<file path="config.mk">
export PLATFORM = sky130hd
export DESIGN_NAME = pcm_serial_port
export DESIGN_NICKNAME = d
export VERILOG_FILES = /design/src/rtl/pcm_port_pkg.sv /design/src/rtl/pcm_edge_det.sv /design/src/rtl/pcm_rx_shift.sv /design/src/rtl/pcm_tx_serializer.sv /design/src/rtl/pcm_serial_port.sv
export SDC_FILE = /design/constraint.sdc
export NUM_CORES = 1
export LEC_CHECK = 0
export ABC_CLOCK_PERIOD_IN_PS = 2420
export BUFFER_PORTS_ARGS = -buffer_cell sky130_fd_sc_hd__buf_2
export CORE_ASPECT_RATIO = 0.6
export CORE_MARGIN = 2
export CORE_UTILIZATION = 45
export CTS_CLUSTER_DIAMETER = 30
export DETAILED_ROUTE_END_ITERATION = 16
export HOLD_SLACK_MARGIN = 0.15
export PLACE_DENSITY = 0.74
export SLEW_MARGIN = 20
export SYNTH_ARGS = -nofsm -noshare
export SYNTH_HDL_FRONTEND = slang
export SYNTH_SLANG_ARGS = --single-unit
export TNS_END_PERCENT = 5
</file>
<file path="constraint.sdc">
create_clock -name clk -period 2.42 [get_ports clk]
set_input_delay 0.363 -clock clk [delete_from_list [all_inputs] [get_ports clk]]
set_output_delay 0.363 -clock clk [all_outputs]
set_load 0.005 [all_outputs]
</file>
<file path="src/rtl/pcm_port_pkg.sv">
package pcm_port_pkg;
    typedef enum logic [0:0] {
        ST_IDLE   = 1'b0,
        ST_WINDOW = 1'b1
    } win_state_e;

    localparam int SIG_SCLK   = 0;
    localparam int SIG_STROBE = 1;
    localparam int SIG_COUNT  = 2;
endpackage

</file>
<file path="src/rtl/pcm_edge_det.sv">
module pcm_edge_det #(
    parameter int             N       = 2,
    parameter logic [N-1:0]   RST_LVL = '0
) (
    input  logic         clk,
    input  logic         rst_n,
    input  logic [N-1:0] lvl,
    output logic [N-1:0] rise,
    output logic [N-1:0] fall
);
    logic [N-1:0] prev_q;

    for (genvar g = 0; g < N; g++) begin : g_sig
        always_ff @(posedge clk or negedge rst_n) begin
            if (!rst_n) prev_q[g] <= RST_LVL[g];
            else        prev_q[g] <= lvl[g];
        end
        assign rise[g] = lvl[g] & ~prev_q[g];
        assign fall[g] = ~lvl[g] & prev_q[g];
    end
endmodule

</file>
<file path="src/rtl/pcm_rx_shift.sv">
module pcm_rx_shift #(
    parameter int WIDTH = 8
) (
    input  logic             clk,
    input  logic             rst_n,
    input  logic             shift_en,
    input  logic             sdi,
    output logic [WIDTH-1:0] word
);
    always_ff @(posedge clk or negedge rst_n) begin
        if (!rst_n)        word <= '0;
        else if (shift_en) word <= {word[WIDTH-2:0], sdi};
    end
endmodule

</file>
<file path="src/rtl/pcm_tx_serializer.sv">
module pcm_tx_serializer #(
    parameter int WIDTH = 8
) (
    input  logic             clk,
    input  logic             rst_n,
    input  logic             load,
    input  logic [WIDTH-1:0] par_in,
    input  logic             start,
    input  logic             step,
    output logic             sdo
);
    localparam int PW = (WIDTH > 1) ? $clog2(WIDTH) : 1;
    localparam logic [PW-1:0] PTR_TOP  = PW'(WIDTH - 1);
    localparam logic [PW-1:0] PTR_NEXT = PW'(WIDTH - 2);

    logic [WIDTH-1:0] word;
    logic [PW-1:0]    ptr;

    always_ff @(posedge clk or negedge rst_n) begin
        if (!rst_n) word <= '0;
        else if (load) word <= par_in;
    end

    always_ff @(posedge clk or negedge rst_n) begin
        if (!rst_n) begin
            sdo <= 1'b0;
            ptr <= PTR_TOP;
        end else if (start) begin
            sdo <= word[WIDTH-1];
            ptr <= PTR_NEXT;
        end else if (step) begin
            sdo <= word[ptr];
            ptr <= (ptr == '0) ? PTR_TOP : ptr - 1'b1;
        end
    end

    // a load places the core word in the serializer
    a_r4_load_word: assert property (@(posedge clk) disable iff (!rst_n)
        load |=> word == $past(par_in));

    // the window start presents the top bit
    a_r5_msb_first: assert property (@(posedge clk) disable iff (!rst_n)
        (start && !load) |=> sdo == $past(word[WIDTH-1]));
endmodule

</file>
<file path="src/rtl/pcm_serial_port.sv">
module pcm_serial_port
    import pcm_port_pkg::*;
#(
    parameter int WIDTH = 8
) (
    input  logic             clk,
    input  logic             rst_n,
    input  logic             sclk,
    input  logic             strobe,
    input  logic             dir_in,
    input  logic             sdi,
    input  logic [WIDTH-1:0] tx_data,
    output logic             sdo,
    output logic [WIDTH-1:0] rx_data,
    output logic             rx_valid,
    output logic             proto_err
);
    localparam logic [SIG_COUNT-1:0] IDLE_LVL = SIG_COUNT'(1 << SIG_SCLK);

    logic [SIG_COUNT-1:0] lvl, rise, fall;
    logic sclk_rise, sclk_fall, open_evt, close_evt;
    logic shift_en, tx_step;
    logic [WIDTH-1:0] rx_word;
    win_state_e state_q, state_d;

    assign lvl[SIG_SCLK]   = sclk;
    assign lvl[SIG_STROBE] = strobe;

    pcm_edge_det #(.N(SIG_COUNT), .RST_LVL(IDLE_LVL)) i_edges (
        .clk   (clk),
        .rst_n (rst_n),
        .lvl   (lvl),
        .rise  (rise),
        .fall  (fall)
    );

    assign sclk_rise = rise[SIG_SCLK];
    assign sclk_fall = fall[SIG_SCLK];
    assign open_evt  = rise[SIG_STROBE];
    assign close_evt = fall[SIG_STROBE];

    assign shift_en = sclk_fall && strobe && dir_in;
    assign tx_step  = sclk_rise && strobe;

    pcm_rx_shift #(.WIDTH(WIDTH)) i_rx (
        .clk      (clk),
        .rst_n    (rst_n),
        .shift_en (shift_en),
        .sdi      (sdi),
        .word     (rx_word)
    );

    pcm_tx_serializer #(.WIDTH(WIDTH)) i_tx (
        .clk    (clk),
        .rst_n  (rst_n),
        .load   (close_evt),
        .par_in (tx_data),
        .start  (open_evt),
        .step   (tx_step),
        .sdo    (sdo)
    );

    always_comb begin
        state_d = state_q;
        unique case (state_q)
            ST_IDLE:   if (open_evt)  state_d = ST_WINDOW;
            ST_WINDOW: if (close_evt) state_d = ST_IDLE;
            default:   state_d = ST_IDLE;
        endcase
    end

    always_ff @(posedge clk or negedge rst_n) begin
        if (!rst_n) state_q <= ST_IDLE;
        else        state_q <= state_d;
    end

    always_ff @(posedge clk or negedge rst_n) begin
        if (!rst_n) begin
            rx_data   <= '0;
            rx_valid  <= 1'b0;
            proto_err <= 1'b0;
        end else begin
            rx_valid  <= 1'b0;
            proto_err <= (open_evt || close_evt) && !sclk;
            if (state_q == ST_WINDOW && close_evt && dir_in) begin
                rx_data  <= rx_word;
                rx_valid <= 1'b1;
            end
        end
    end

    // the input word moves only on a gated falling bit-clock edge
    a_r1_gated_shift: assert property (@(posedge clk) disable iff (!rst_n)
        !(sclk_fall && strobe && dir_in) |=> $stable(rx_word));

    // the hand-over strobe never lasts two cycles
    a_r2_valid_pulse: assert property (@(posedge clk) disable iff (!rst_n)
        rx_valid |=> !rx_valid);

    // without an opening or a bit-clock rise the output pin holds
    a_r7_sdo_hold: assert property (@(posedge clk) disable iff (!rst_n)
        (!sclk_rise && !open_evt) |=> $stable(sdo));

    // no error unless a strobe edge met a low bit clock
    a_r8_err_cause: assert property (@(posedge clk) disable iff (!rst_n)
        !((open_evt || close_evt) && !sclk) |=> !proto_err);
endmodule

</file>
==> impl_metrics.json <==
{
  "fin_util": 0.576,
  "ir_drop_v": 0.000397,
  "end_kind": "flop",
  "cts_inserted_buffers": 5,
  "postPlaceCellArea_sq_um": 1570,
  "pre_cts_ws_ns": 0.818,
  "wire_per_inst_microns": 15.1,
  "drtIter0Drc": 49,
  "min-delay-start": "sclk",
  "portBuffers": 24,
  "min_period_ns": 1.59,
  "drt_wl_total_microns": 2530,
  "grt_overflow_total": 0,
  "critPathLaunchType": "flop",
  "num_vias": 847,
  "seq_area_frac_synth": 0.594,
  "tightest_slew_ns": 0.704,
  "maxSlewHeadroom": 0.531,
  "cts_sinks": 33,
  "cp_data_required_time_ns": 2.57,
  "ff2ff_setup_slack_ns": 0.83,
  "crit_fanout": 5,
  "syn_avg_cell_area_sq_um": 15.0,
  "fp.coreArea_sq_um": 2910,
  "synth_cells": 93,
  "outcome": "complete, no violations",
  "die_y_microns": 47.2,
  "critPathKind": "reg2reg",
  "std_cell_rows": 15,
  "grt_pass1_wl_microns": 4040,
  "reg2reg_from": "i_tx.ptr[0]",
  "post-dp-hpwl_microns": 1790,
  "rr_worst_depth": 3,
  "antenna_found_initial": 0,
  "cellPowerDensity_nw_per_um2": 818,
  "grt_util_all_layers": 0.161,
  "fp.dieArea_sq_um": 3580,
  "netlist_area_sq_um": 1400,
  "cts_root_buf": "clkbuf_8",
  "clk_path_buf_depth": 2,
  "netlist-cell-type-count": 28,
  "start_util": 0.480,
  "antenna_left": 0,
  "worstSkewPairLatency_ns": 0.29,
  "first_pass_iters": 4,
  "postCtsSetupBuffers": 0,
  "cts_tree": "built",
  "fmaxAchievable_mhz": 631,
  "yosys_warnings": 0,
  "slew_violations": 0,
  "final.setup_skew_ns": 0.00244,
  "ctsHtreeMaxLevel": 2,
  "finalHoldViolations": 0,
  "die-width_microns": 75.9,
  "leakagePower_nw": 0.853,
  "grt_max_degree": 34,
  "place_congestion": 0.799,
  "diodes": 0,
  "syn-num-nets": 112,
  "drive_gt1_frac": 0.392,
  "min_path_type": "in2reg",
  "clk_pin_slew_worst_paths_ns": 0.07,
  "fin_tns_setup_ns": 0,
  "ys_ff_latch": 33,
  "grt_pass1_vias": 827,
  "drc": 0,
  "hold_depth": 1,
  "rsz0062_at_grt": "false",
  "ios": 25,
  "vias_per_cell": 5.07,
  "setup_viol": 0,
  "fin_nets": 143,
  "ctsResizeCount": 0,
  "final_cell_area_sq_um": 1680,
  "areaGrowthSynthToFinish_pct": 20.0,
  "cap_viol_max_count": 0,
  "worst_r2r_endpoint": "i_tx.sdo",
  "worst_slack_ns": 0.835,
  "arrival_ns": 1.74,
  "num-fill-cells": 239,
  "min_to": "i_edges.prev_q[0]",
  "whs_ns": 0.205,
  "min_period_over_period": 0.655
}
-- registers in the layout (all words and copies together), names as in the netlist, 2 cells and up --
register / flops
i_edges.prev_q: 2
i_rx.word: 8
i_tx.ptr: 3
i_tx.word: 8
rx_data: 8
-- layer usage --
layer  track usage  wire length, microns  vias up
li1              -                     -      395
met1         0.198                  1240      428
met2         0.254                  1120       19
met3        0.0731                   127        5
met4        0.0764                    46        0
met5             0                     0        -
-- worst max-delay path by stage --
stage                start    endpoint  slack (ns)  cells past startpoint
2_1_floorplan  i_tx.ptr[0]    i_tx.sdo        1.06                      3
3_3_place_gp        strobe  rx_data[7]        0.95                      5
3_5_place_dp   i_tx.ptr[0]    i_tx.sdo        0.82                      3
4_1_cts        i_tx.ptr[0]    i_tx.sdo        0.81                      3
5_1_grt        i_tx.ptr[0]    i_tx.sdo        0.78                      3
6_report       i_tx.ptr[0]    i_tx.sdo        0.83                      3
-- cell type report --
type / count / area (sq um) / share of cell area
multi-input combinational: 52 / 531 / 0.316
sequential: 33 / 831 / 0.496
tap: 42 / 52.6 / 0.0313
inverter: 7 / 31.3 / 0.0187
clock inverter: 1 / 5.00 / 0.00299
clock buffer: 7 / 96.3 / 0.0575
timing repair buffer: 25 / 130 / 0.0776
-- timing repair --
item | 4_1_cts | 5_1_grt
hold endpoints to repair | 29 | 0
hold buffers | 1 | 0
setup endpoints to repair | 0 | 0
-- report_power, final --
group	total [mW]	internal, mW	switching (mW)
combinational	0.202	0.112	0.0904
sequential	0.717	0.652	0.0644
clock	0.453	0.257	0.196
total	1.37	1.02	0.351
-- cell usage in the layout (no fill, tap or decap), types with 2 or more instances in the layout --
| cell | count |
|---|---|
| nor2_1 | 3 |
| dfstp_2 | 4 |
| mux2_1 | 16 |
| ha_1 | 5 |
| a211oi_1 | 2 |
| mux2_2 | 9 |
| dfrtp_1 | 29 |
| buf_2 | 24 |
| clkbuf_8 | 7 |
| inv_1 | 5 |
-- Yosys cell counts --
master,n,area share
nor2_1,3,0.0081
dfstp_2,4,0.075
and3b_1,1,0.0063
mux2_2,9,0.073
o311ai_0,1,0.0063
mux2_1,16,0.13
inv_2,1,0.0027
mux2i_1,1,0.0072
a21o_1,1,0.0054
nand3b_1,1,0.0054
o211ai_1,1,0.0054
a2111oi_0,1,0.0063
o21ai_1,1,0.0036
buf_2,1,0.0036
clkinv_4,1,0.0063
nand3_1,1,0.0036
nand3_2,1,0.0072
a31oi_1,1,0.0045
dfrtp_1,29,0.52
a211oi_1,2,0.011
and2b_1,1,0.0054
nand2_1,1,0.0027
inv_1,5,0.013
mux4_1,1,0.019
ha_1,5,0.045
and2_1,1,0.0045
o31ai_1,1,0.0054
nand4b_4,1,0.017
-- metrics by stage --
step,cells,power (mW)
finish,167,1.37
global route,167,1.44
CTS,167,1.38
detailed placement,158,0.926
global placement,158,0.903
floorplan,93,0.822
-- critical path, cell delays in order, from the launching register on --
cell	delay [ns]
dfstp_2	0.57
mux2_2	0.35
o311ai_0	0.40
o31ai_1	0.13
-- kinds of logic after synthesis --
group	synth area share
DFF	0.594
muxes	0.227
and+or+nand+nor	0.0600
AOI/OAI and AO/OA	0.0475
buffers and inverters	0.0260
adders and majority gates	0.0448
Power figures use the tool's default switching activity.
